--- src/rtl/ata_bus_pkg.sv ---
// Shared types for the task-file register bus master.
// Assumes an 8-bit data path and a 3-bit register index.
package ata_bus_pkg;

    localparam int unsigned ATA_REG_W  = 3;
    localparam int unsigned ATA_DATA_W = 8;

    // Sequencer states; ST_IDLE must be the reset state.
    typedef enum logic [2:0] {
        ST_IDLE,
        ST_SETUP,
        ST_STROBE,
        ST_HOLD,
        ST_RSTLO
    } ata_state_e;

    // Selects which programmable length is loaded into the phase timer.
    typedef enum logic [1:0] {
        PH_SETUP,
        PH_STROBE,
        PH_HOLD
    } ata_phase_e;

endpackage

--- src/rtl/ata_phase_timer.sv ---
// Down-counter for one timed phase.
// A load sets the count to len-1 (or 0 when len is 0), so the phase lasts
// max(len,1) cycles. expired is high on the final cycle of the phase.
// Assumes load is pulsed only on the edge that enters a phase.
module ata_phase_timer #(
    parameter int unsigned CNT_W = 8
) (
    input  logic             clk,
    input  logic             rst_n,
    input  logic             load,
    input  logic [CNT_W-1:0] len,
    output logic             expired
);

    localparam logic [CNT_W-1:0] CNT_ONE  = CNT_W'(1);
    localparam logic [CNT_W-1:0] CNT_ZERO = '0;

    logic [CNT_W-1:0] cnt;

    // Load the phase length or count down towards zero.
    always_ff @(posedge clk) begin
        if (!rst_n) begin
            cnt <= CNT_ZERO;
        end else if (load) begin
            cnt <= (len == CNT_ZERO) ? CNT_ZERO : len - CNT_ONE;
        end else if (cnt != CNT_ZERO) begin
            cnt <= cnt - CNT_ONE;
        end
    end

    // Final cycle of the current phase.
    always_comb begin
        expired = (cnt == CNT_ZERO);
    end

endmodule

--- src/rtl/ata_access_fsm.sv ---
// Sequencer for one register access or one drive reset.
// It captures the request in idle and then walks setup, strobe and hold,
// or the reset-low phase. It decodes the bus pins from its state and
// latches read data on the last strobe cycle.
// Assumes the timers' expired flags refer to the current phase.
module ata_access_fsm
    import ata_bus_pkg::*;
#(
    parameter int unsigned REG_W  = ATA_REG_W,
    parameter int unsigned DATA_W = ATA_DATA_W
) (
    input  logic              clk,
    input  logic              rst_n,
    input  logic              req_valid,
    input  logic              req_write,
    input  logic [REG_W-1:0]  req_reg,
    input  logic [DATA_W-1:0] req_wdata,
    input  logic              rst_req,
    input  logic              ph_expired,
    input  logic              rs_expired,
    input  logic [DATA_W-1:0] bus_din,
    output logic              ph_load,
    output ata_phase_e        ph_sel,
    output logic              rs_load,
    output logic              req_ready,
    output logic              done,
    output logic [DATA_W-1:0] rdata,
    output logic              bus_cs_n,
    output logic              bus_rd_n,
    output logic              bus_wr_n,
    output logic              bus_rst_n,
    output logic [REG_W-1:0]  bus_addr,
    output logic [DATA_W-1:0] bus_dout,
    output logic              bus_doe
);

    ata_state_e        state;
    ata_state_e        state_nxt;
    logic              cap_write;
    logic [REG_W-1:0]  cap_reg;
    logic [DATA_W-1:0] cap_data;
    logic              in_access;
    logic              finish;
    logic              take_req;

    // Next state, timer loads and phase selection.
    always_comb begin
        state_nxt = state;
        ph_load   = 1'b0;
        ph_sel    = PH_SETUP;
        rs_load   = 1'b0;
        take_req  = 1'b0;
        finish    = 1'b0;
        case (state)
            ST_IDLE: begin
                if (rst_req) begin
                    state_nxt = ST_RSTLO;
                    rs_load   = 1'b1;
                end else if (req_valid) begin
                    state_nxt = ST_SETUP;
                    ph_load   = 1'b1;
                    ph_sel    = PH_SETUP;
                    take_req  = 1'b1;
                end
            end
            ST_SETUP: begin
                if (ph_expired) begin
                    state_nxt = ST_STROBE;
                    ph_load   = 1'b1;
                    ph_sel    = PH_STROBE;
                end
            end
            ST_STROBE: begin
                if (ph_expired) begin
                    state_nxt = ST_HOLD;
                    ph_load   = 1'b1;
                    ph_sel    = PH_HOLD;
                end
            end
            ST_HOLD: begin
                if (ph_expired) begin
                    state_nxt = ST_IDLE;
                    finish    = 1'b1;
                end
            end
            ST_RSTLO: begin
                if (rs_expired) begin
                    state_nxt = ST_IDLE;
                    finish    = 1'b1;
                end
            end
            default: begin
                state_nxt = ST_IDLE;
            end
        endcase
    end

    // State register and completion pulse.
    always_ff @(posedge clk) begin
        if (!rst_n) begin
            state <= ST_IDLE;
            done  <= 1'b0;
        end else begin
            state <= state_nxt;
            done  <= finish;
        end
    end

    // Capture the request fields when an access is accepted.
    always_ff @(posedge clk) begin
        if (!rst_n) begin
            cap_write <= 1'b0;
            cap_reg   <= '0;
            cap_data  <= '0;
        end else if (take_req) begin
            cap_write <= req_write;
            cap_reg   <= req_reg;
            cap_data  <= req_wdata;
        end
    end

    // Latch the data bus on the last strobe cycle of a read.
    always_ff @(posedge clk) begin
        if (!rst_n) begin
            rdata <= '0;
        end else if (state == ST_STROBE && ph_expired && !cap_write) begin
            rdata <= bus_din;
        end
    end

    // Decode the bus pins from the state.
    always_comb begin
        in_access = (state == ST_SETUP) || (state == ST_STROBE) || (state == ST_HOLD);
        req_ready = (state == ST_IDLE);
        bus_cs_n  = !in_access;
        bus_rd_n  = !((state == ST_STROBE) && !cap_write);
        bus_wr_n  = !((state == ST_STROBE) && cap_write);
        bus_rst_n = (state != ST_RSTLO);
        bus_addr  = cap_reg;
        bus_dout  = cap_data;
        bus_doe   = in_access && cap_write;
    end

endmodule

--- src/rtl/ata_regbus_master.sv ---
// Top level of the task-file register bus master.
// It ties the sequencer to a shared phase timer and a separate reset-length
// timer, and selects the phase length the sequencer asks for.
// Assumes the timing inputs stay stable during an access.
module ata_regbus_master
    import ata_bus_pkg::*;
#(
    parameter int unsigned PH_W  = 8,
    parameter int unsigned RST_W = 16
) (
    input  logic                  clk,
    input  logic                  rst_n,
    input  logic                  req_valid,
    input  logic                  req_write,
    input  logic [ATA_REG_W-1:0]  req_reg,
    input  logic [ATA_DATA_W-1:0] req_wdata,
    input  logic                  rst_req,
    input  logic [PH_W-1:0]       t_setup,
    input  logic [PH_W-1:0]       t_strobe,
    input  logic [PH_W-1:0]       t_hold,
    input  logic [RST_W-1:0]      rst_len,
    output logic                  req_ready,
    output logic                  done,
    output logic [ATA_DATA_W-1:0] rdata,
    output logic                  bus_cs_n,
    output logic                  bus_rd_n,
    output logic                  bus_wr_n,
    output logic                  bus_rst_n,
    output logic [ATA_REG_W-1:0]  bus_addr,
    output logic [ATA_DATA_W-1:0] bus_dout,
    output logic                  bus_doe,
    input  logic [ATA_DATA_W-1:0] bus_din
);

    logic            ph_load;
    logic            rs_load;
    logic            ph_expired;
    logic            rs_expired;
    ata_phase_e      ph_sel;
    logic [PH_W-1:0] ph_len;

    // Pick the programmed length of the phase being entered.
    always_comb begin
        case (ph_sel)
            PH_STROBE: ph_len = t_strobe;
            PH_HOLD:   ph_len = t_hold;
            default:   ph_len = t_setup;
        endcase
    end

    ata_access_fsm #(
        .REG_W  (ATA_REG_W),
        .DATA_W (ATA_DATA_W)
    ) i_fsm (
        .clk        (clk),
        .rst_n      (rst_n),
        .req_valid  (req_valid),
        .req_write  (req_write),
        .req_reg    (req_reg),
        .req_wdata  (req_wdata),
        .rst_req    (rst_req),
        .ph_expired (ph_expired),
        .rs_expired (rs_expired),
        .bus_din    (bus_din),
        .ph_load    (ph_load),
        .ph_sel     (ph_sel),
        .rs_load    (rs_load),
        .req_ready  (req_ready),
        .done       (done),
        .rdata      (rdata),
        .bus_cs_n   (bus_cs_n),
        .bus_rd_n   (bus_rd_n),
        .bus_wr_n   (bus_wr_n),
        .bus_rst_n  (bus_rst_n),
        .bus_addr   (bus_addr),
        .bus_dout   (bus_dout),
        .bus_doe    (bus_doe)
    );

    ata_phase_timer #(.CNT_W(PH_W)) i_ph_timer (
        .clk     (clk),
        .rst_n   (rst_n),
        .load    (ph_load),
        .len     (ph_len),
        .expired (ph_expired)
    );

    ata_phase_timer #(.CNT_W(RST_W)) i_rs_timer (
        .clk     (clk),
        .rst_n   (rst_n),
        .load    (rs_load),
        .len     (rst_len),
        .expired (rs_expired)
    );

endmodule

--- config.mk ---
export PLATFORM = sky130hd
export DESIGN_NAME = ata_regbus_master
export DESIGN_NICKNAME = d
export VERILOG_FILES = /design/src/rtl/ata_bus_pkg.sv /design/src/rtl/ata_phase_timer.sv /design/src/rtl/ata_access_fsm.sv /design/src/rtl/ata_regbus_master.sv
export SDC_FILE = /design/constraint.sdc
export NUM_CORES = 1
export LEC_CHECK = 0
export ABC_CLOCK_PERIOD_IN_PS = 4100
export CAP_MARGIN = 25
export CORE_ASPECT_RATIO = 1.2
export CORE_UTILIZATION = 30
export CTS_CLUSTER_SIZE = 14
export DETAILED_ROUTE_END_ITERATION = 8
export DONT_BUFFER_PORTS = 1
export PLACE_DENSITY = 0.47
export SYNTH_ARGS = -nofsm -noshare
export SYNTH_HDL_FRONTEND = slang
export SYNTH_HIERARCHICAL = 1
export SYNTH_SLANG_ARGS = --single-unit
--- constraint.sdc ---
create_clock -name clk -period 4.1 [get_ports clk]
set_input_delay 0.82 -clock clk [delete_from_list [all_inputs] [get_ports clk]]
set_output_delay 0.82 -clock clk [all_outputs]
set_load 0.05 [all_outputs]
* Word level (Yosys, flattened, before mapping)
Cells that the tools add are included.
Cells by class: equal/unequal tests 12, reductions and logical operators 22, multiplexer cells 26, add/subtract/negate cells 4
Operators with widths (count):
- 16-bit two-way mux | 3
- 16-bit logical NOT | 2
- 16-bit by 1-bit subtractor with 16-bit output (second input constant) | 2
- 8-bit two-way mux | 3
- 3-bit two-way mux | 6
- 8-bit logical NOT | 2
- 8-bit one-hot mux with 2 select lines | 1
- 16-bit nonzero test | 1
- 8-bit by 1-bit subtractor with 8-bit output (second input constant) | 2
- 3-bit one-hot mux with 5 select lines | 1
- 1-bit two-way mux | 8
- 2-bit by 1-bit != test with 1-bit output (second input constant) | 4
- 8-bit nonzero test | 1
- 3-bit by 2-bit equality test with 1-bit output (second input constant) | 2
- 3-bit != test (second input constant) | 2
- 1-bit logical AND | 5
- 5-bit AND reduction | 1
- 1-bit logical NOT | 4
- 1-bit one-hot mux with 2 select lines | 2
- 2-bit one-hot mux with 2 select lines | 1
- 2-bit nonzero test | 2
- 3-bit by 1-bit equality test with 1-bit output (second input constant) | 1
- 3-bit equality test (second input constant) | 1
- 3-bit logical NOT | 1
- other kinds (5) | 6
Storage, ports and cells: register bits after elaboration 48, output and inout port bits 26, input port bits 64

* Depth between registers and ports, before layout
word-level depth 8, mapped depth 19, mapped depth without buffers 17

* Cells and area by module
The synthesis kept the hierarchy.
Modules (own cells, without submodules):
- ata_access_fsm | area an instance 1142.3 µm², cells an instance 131, instances 1, seq. area each 480.5 µm²
- ata_phase_timer at i_rs_timer | area an instance 1131.1 µm², cells an instance 144, instances 1, seq. area each 320.3 µm²
- ata_phase_timer at i_ph_timer | area an instance 625.6 µm², cells an instance 70, instances 1, seq. area each 160.2 µm²
- ata_regbus_master | area an instance 192.7 µm², cells an instance 31, instances 1, seq. area each 0.0 µm²

* Worst setup path after synthesis
OpenSTA, ideal clock, no wires.
path kind register to register, from register i_ph_timer.cnt[0], to register i_ph_timer.cnt[3], arrival 3195 ps, path buffers 2, data required time 4025 ps, setup slack 831 ps, stages on the path, launching flop included 16, clock period less this slack 3269 ps, cell sequence dfxtp_1 inv_1 ha_1 nor3b_1 nand2_1 inv_1 nand2b_1 clkbuf_1 nor3b_1 ha_1 buf_6 o21ai_0 nor4_2 a31o_2 or2_2 o22ai_1
Between the ends: longest elaborated chain between the ends 8, elaborated cells between the ends (all ways) 17, classes of those cells add/sub: 2; eq/ne: 2; mux: 9; reduce/logical: 4
RTL lines:
- from (decl) | line ata_phase_timer.sv:18 | logic [CNT_W-1:0] cnt;
- from (signal assigned) | line ata_phase_timer.sv:25 | cnt <= (len == CNT_ZERO) ? CNT_ZERO : len - CNT_ONE;
- from (signal assigned) | line ata_phase_timer.sv:27 | cnt <= cnt - CNT_ONE;
- 8-bit logical NOT (*) | line ata_phase_timer.sv:33 | expired = (cnt == CNT_ZERO);
- net ph_expired | line ata_regbus_master.sv:37 | logic ph_expired;
- 2-bit two-way mux (*) | line ata_access_fsm.sv:74 | if (ph_expired) begin
- 2-bit one-hot mux with 2 select lines (*) | line ata_access_fsm.sv:54 | case (state)
- net ph_sel[1] | line ata_regbus_master.sv:39 | ata_phase_e ph_sel;
- 2-bit equality test or 2-bit by 1-bit equality test with 1-bit output (tied branches) | line ata_regbus_master.sv:44 | case (ph_sel)
- 8-bit one-hot mux with 2 select lines (*) | line ata_regbus_master.sv:44
- net ph_len[3] | line ata_regbus_master.sv:40 | logic [PH_W-1:0] ph_len;
- 8-bit by 1-bit subtractor with 8-bit output or 8-bit logical NOT (tied branches) | line ata_phase_timer.sv:25
- 8-bit two-way mux (*) | line ata_phase_timer.sv:25
- 8-bit two-way mux (*) | line ata_phase_timer.sv:24 | end else if (load) begin
Mark *: on every way through the listed nets, which the timed path passes. The rest lies on a longest branch. The select of a mux whose other input is x is not followed. A chain may end at the register's enable or synchronous reset.

* Worst setup path in the final report
from register i_ph_timer.cnt[4], to register i_ph_timer.cnt[3]
Same word-level chain as after synthesis.

==> metrics.md <==
| Metric | Value |
|---|---|
| Final Max Slew Viols | `0` |
| Post-synthesis net count | `448` |
| Site Rows | `40` |
| HP Class | `register to register` |
| Power Density | `711 nW/um^2` |
| N_diodes | `0` |
| Post-synthesis compound-gate area fraction | `24.2%` |
| CP endpoint kind | `register` |
| Via density | `5.42` |
| Worst Hold Path EP | `i_rs_timer/cnt[6]` |
| Final Setup Violations | `0` |
| CTS Buf Count | `5` |
| Reg2reg start | `i_ph_timer/cnt[4]` |
| Final nets | `442` |
| Core box area | `10000 sq um` |
| Initial antenna violation count | `0` |
| Rel. slew slack | `41.5%` |
| Die width | `94.7 um` |
| Final min period | `3670 ps` |
| Register Area | `961 sq um` |
| Post-Synth XOR/XNOR Area | `8.50%` |
| Number of setup buffers added after CTS | `0` |
| Port Buffers | `0` |
| Total die area | `10700 sq um` |
| Reg2Reg Depth | `12` |
| RePlAce Congestion | `0.808` |
| RSZ-0062 raised after global routing | `false` |
| Mux cell area share after synthesis | `1.66%` |
| CTS H-Tree Depth | `2` |
| Drt drc | `0` |
| Crit Path Class | `register to register` |
| Adder-cell share of the synthesized area | `3.24%` |
| Syn avg cell area | `8.22 sq um` |
| Layout area overhead | `10.4%` |
| Worst Max-Slew Pin Slew | `873 ps` |
| Final worst-path cycle share | `89.5%` |
| Largest family of logic cells by synthesized area | `simple AND/OR/NAND/NOR gates` |
| Antenna Nets Post-Route | `0` |
| Seq/Total Area, Yosys | `31.1%` |
| DRT Pass-1 Iters | `4` |
| Mapped Area | `3090 sq um` |
| Synth cell types | `60` |
| Critical Path RT | `4320 ps` |
| Hold Path Origin | `i_rs_timer/cnt[6]` |
| I/O pin count | `90` |
| Hold depth | `2` |
| Worst-path clk slew | `70 ps` |
| Primary FF master, synth | `dfxtp_1` |
| Crit Reg-Reg Endpoint | `i_ph_timer/cnt[3]` |
| Most frequent cell after synthesis | `dfxtp_1` |
| Max Freq | `273 MHz` |
| Via count | `2694` |
| Reg2Reg Setup Slack | `430 ps` |
| Critical path peak fanout | `16` |
| Post-synthesis simple-gate area fraction | `26.0%` |
| Footprint of the multi-input gates | `1980 sq um` |
| Fin Hold WS | `491 ps` |
| Leading area contributor after synthesis | `dfxtp_1` |
| CTS tree | `done` |
| Yosys warns | `6` |
| Wire per inst | `15.2 um` |
| Dpl cell area | `3190 sq um` |
| Setup tns final | `0 ps` |
| Overflow after GRT | `0` |
| Final WL | `7540 um` |
| Hpwl dp | `5770 um` |
| Main area contributors after synthesis | `dfxtp_1 (31%), a21boi_1 (4.9%), xnor2_1 (4.5%)` |
| Final instance area | `3410 sq um` |
| Die Height | `113 um` |
| CTS max path bufs | `2` |
| First-pass GRT wire length | `12200 um` |
| Worst skew pair latency | `290 ps` |
| Root buf cell | `clkbuf_16` |
| GRT Util Overall | `14.3%` |
| Most frequent cells after synthesis | `dfxtp_1 (48), nor2_1 (29), nand3_1 (27), nand2_1 (26), o21ai_0 (22)` |
| Post-synth ARST share | `0%` |
| Initial DRC Count | `102` |
| CTS sink count | `48` |
| MaxCap Viol Count | `0` |
| Yosys reg bits | `48` |
| Worst EP arrival | `3880 ps` |
| Post-CTS sizing | `0` |
| Clock skew | `4.97 ps` |
| Synth top area share | `31.1%` |
| Post-synth EDFFs | `0` |
| Status | `finished clean` |
| Final Hold Vio Count | `0` |
| Leakage | `1.17 nW` |
| Starting density of the core | `30.9%` |
| Worst setup SP type | `register` |
| Post-Synthesis Cells | `376` |
| Largest net degree at the start of global routing | `36` |
| Vias in the first global route | `2602` |
| Fill count | `1058` |
| # hold bufs at CTS | `0` |
| Layout cells sized above 1 | `11.3%` |
| Max VDD drop | `0.211 mV` |
final cells by class:
cell class	instances	area share (%)
sequential	48	28.1
clock buffer	5	3.66
inverter	16	1.76
timing repair buffer	5	1.10
multi-input combinational	294	58.1
clock inverter	3	2.64
tap	126	4.62
stage by stage:
stage / std cells / util [%] / worst slack [ps] / total power [mW]
2_1_floorplan: 376 / - / 831 / 1.65
3_3_place_gp: 488 / 31.8 / 386 / 1.85
3_5_place_dp: 489 / 31.9 / 274 / 1.84
4_1_cts: 497 / 34.0 / 252 / 2.45
5_1_grt: 497 / 34.1 / 5.35 / 2.60
6_report: 497 / 34.1 / 432 / 2.43
kinds of logic after synthesis:
logic type | count (synthesis)
DFF | 48
adders and majority gates | 8
xor gates and xnor gates | 30
and+or+nand+nor | 143
muxes | 5
AOI/OAI and AO/OA | 108
buffers and inverters | 34
how the worst max path moves through the flow:
stage	startpoint	end	depth (start not counted)
CTS	i_ph_timer/cnt[0]	i_ph_timer/cnt[3]	14
global route	i_ph_timer/cnt[0]	i_ph_timer/cnt[7]	15
global placement	i_ph_timer/cnt[0]	i_ph_timer/cnt[3]	13
finish	i_ph_timer/cnt[4]	i_ph_timer/cnt[3]	12
floorplan	i_ph_timer/cnt[0]	i_ph_timer/cnt[3]	15
detailed placement	i_ph_timer/cnt[0]	i_ph_timer/cnt[3]	13
sequential cells by signal, indices dropped and copies added, names as in the netlist:
| signal | cells |
|---|---|
| i_fsm/bus_addr | 3 |
| i_fsm/bus_dout | 8 |
| i_fsm/cap_write | 1 |
| i_fsm/done | 1 |
| i_fsm/rdata | 8 |
| i_fsm/state | 3 |
| i_ph_timer/cnt | 8 |
| i_rs_timer/cnt | 16 |
worst max-delay path: stages (launching register included):
cell and delay, ps:
dfxtp_1 370, nor4_1 540, nand2_1 190, inv_1 160
nand2b_1 250, nor3b_2 300, ha_2 400, o21ai_0 340
inv_1 110, ha_1 210, a31o_2 240, or2_2 330
o22ai_1 160
power by group:
| group | total (mW) | switching, mW | leakage [nW] | internal, mW |
|---|---|---|---|---|
| Clock | 0.592 | 0.180 | 0.104 | 0.411 |
| Combinational | 1.09 | 0.618 | 0.670 | 0.471 |
| Sequential | 0.749 | 0.159 | 0.393 | 0.590 |
layer usage:
| layer | vias to the layer above | wire, um | track usage [%] |
|---|---|---|---|
| met3 | 6 | 437 | 3.23 |
| li1 | 1360 | - | - |
| met2 | 80 | 3900 | 25.9 |
| met4 | 0 | 78 | 4.14 |
| met5 | - | 0 | 0 |
| met1 | 1248 | 3120 | 16.3 |
cell usage in the layout, fill, tap and decap left out, drive strengths merged, types with 2 or more instances in the layout:
cell,netlist,layout
a21oi,9,9
xor2,14,14
nand4,2,2
o31ai,3,3
inv,16,16
nor3b,8,8
o22ai,13,13
or3b,2,2
a31oi,3,3
nand2b,6,6
and3,2,2
mux2i,4,4
clkbuf,10,5
o21ai,33,33
or3,2,2
o221a,2,2
nor4,7,7
nand2,26,26
or2,4,4
ha,8,8
nor2,29,29
a21boi,23,23
xnor2,16,16
or4,8,8
nor3,13,13
dfxtp,48,48
nand3,27,27
buf,8,5
nor2b,3,3
bufinv,0,3
a22oi,8,8
a211oi,3,3
Power figures use the tool's default switching activity.
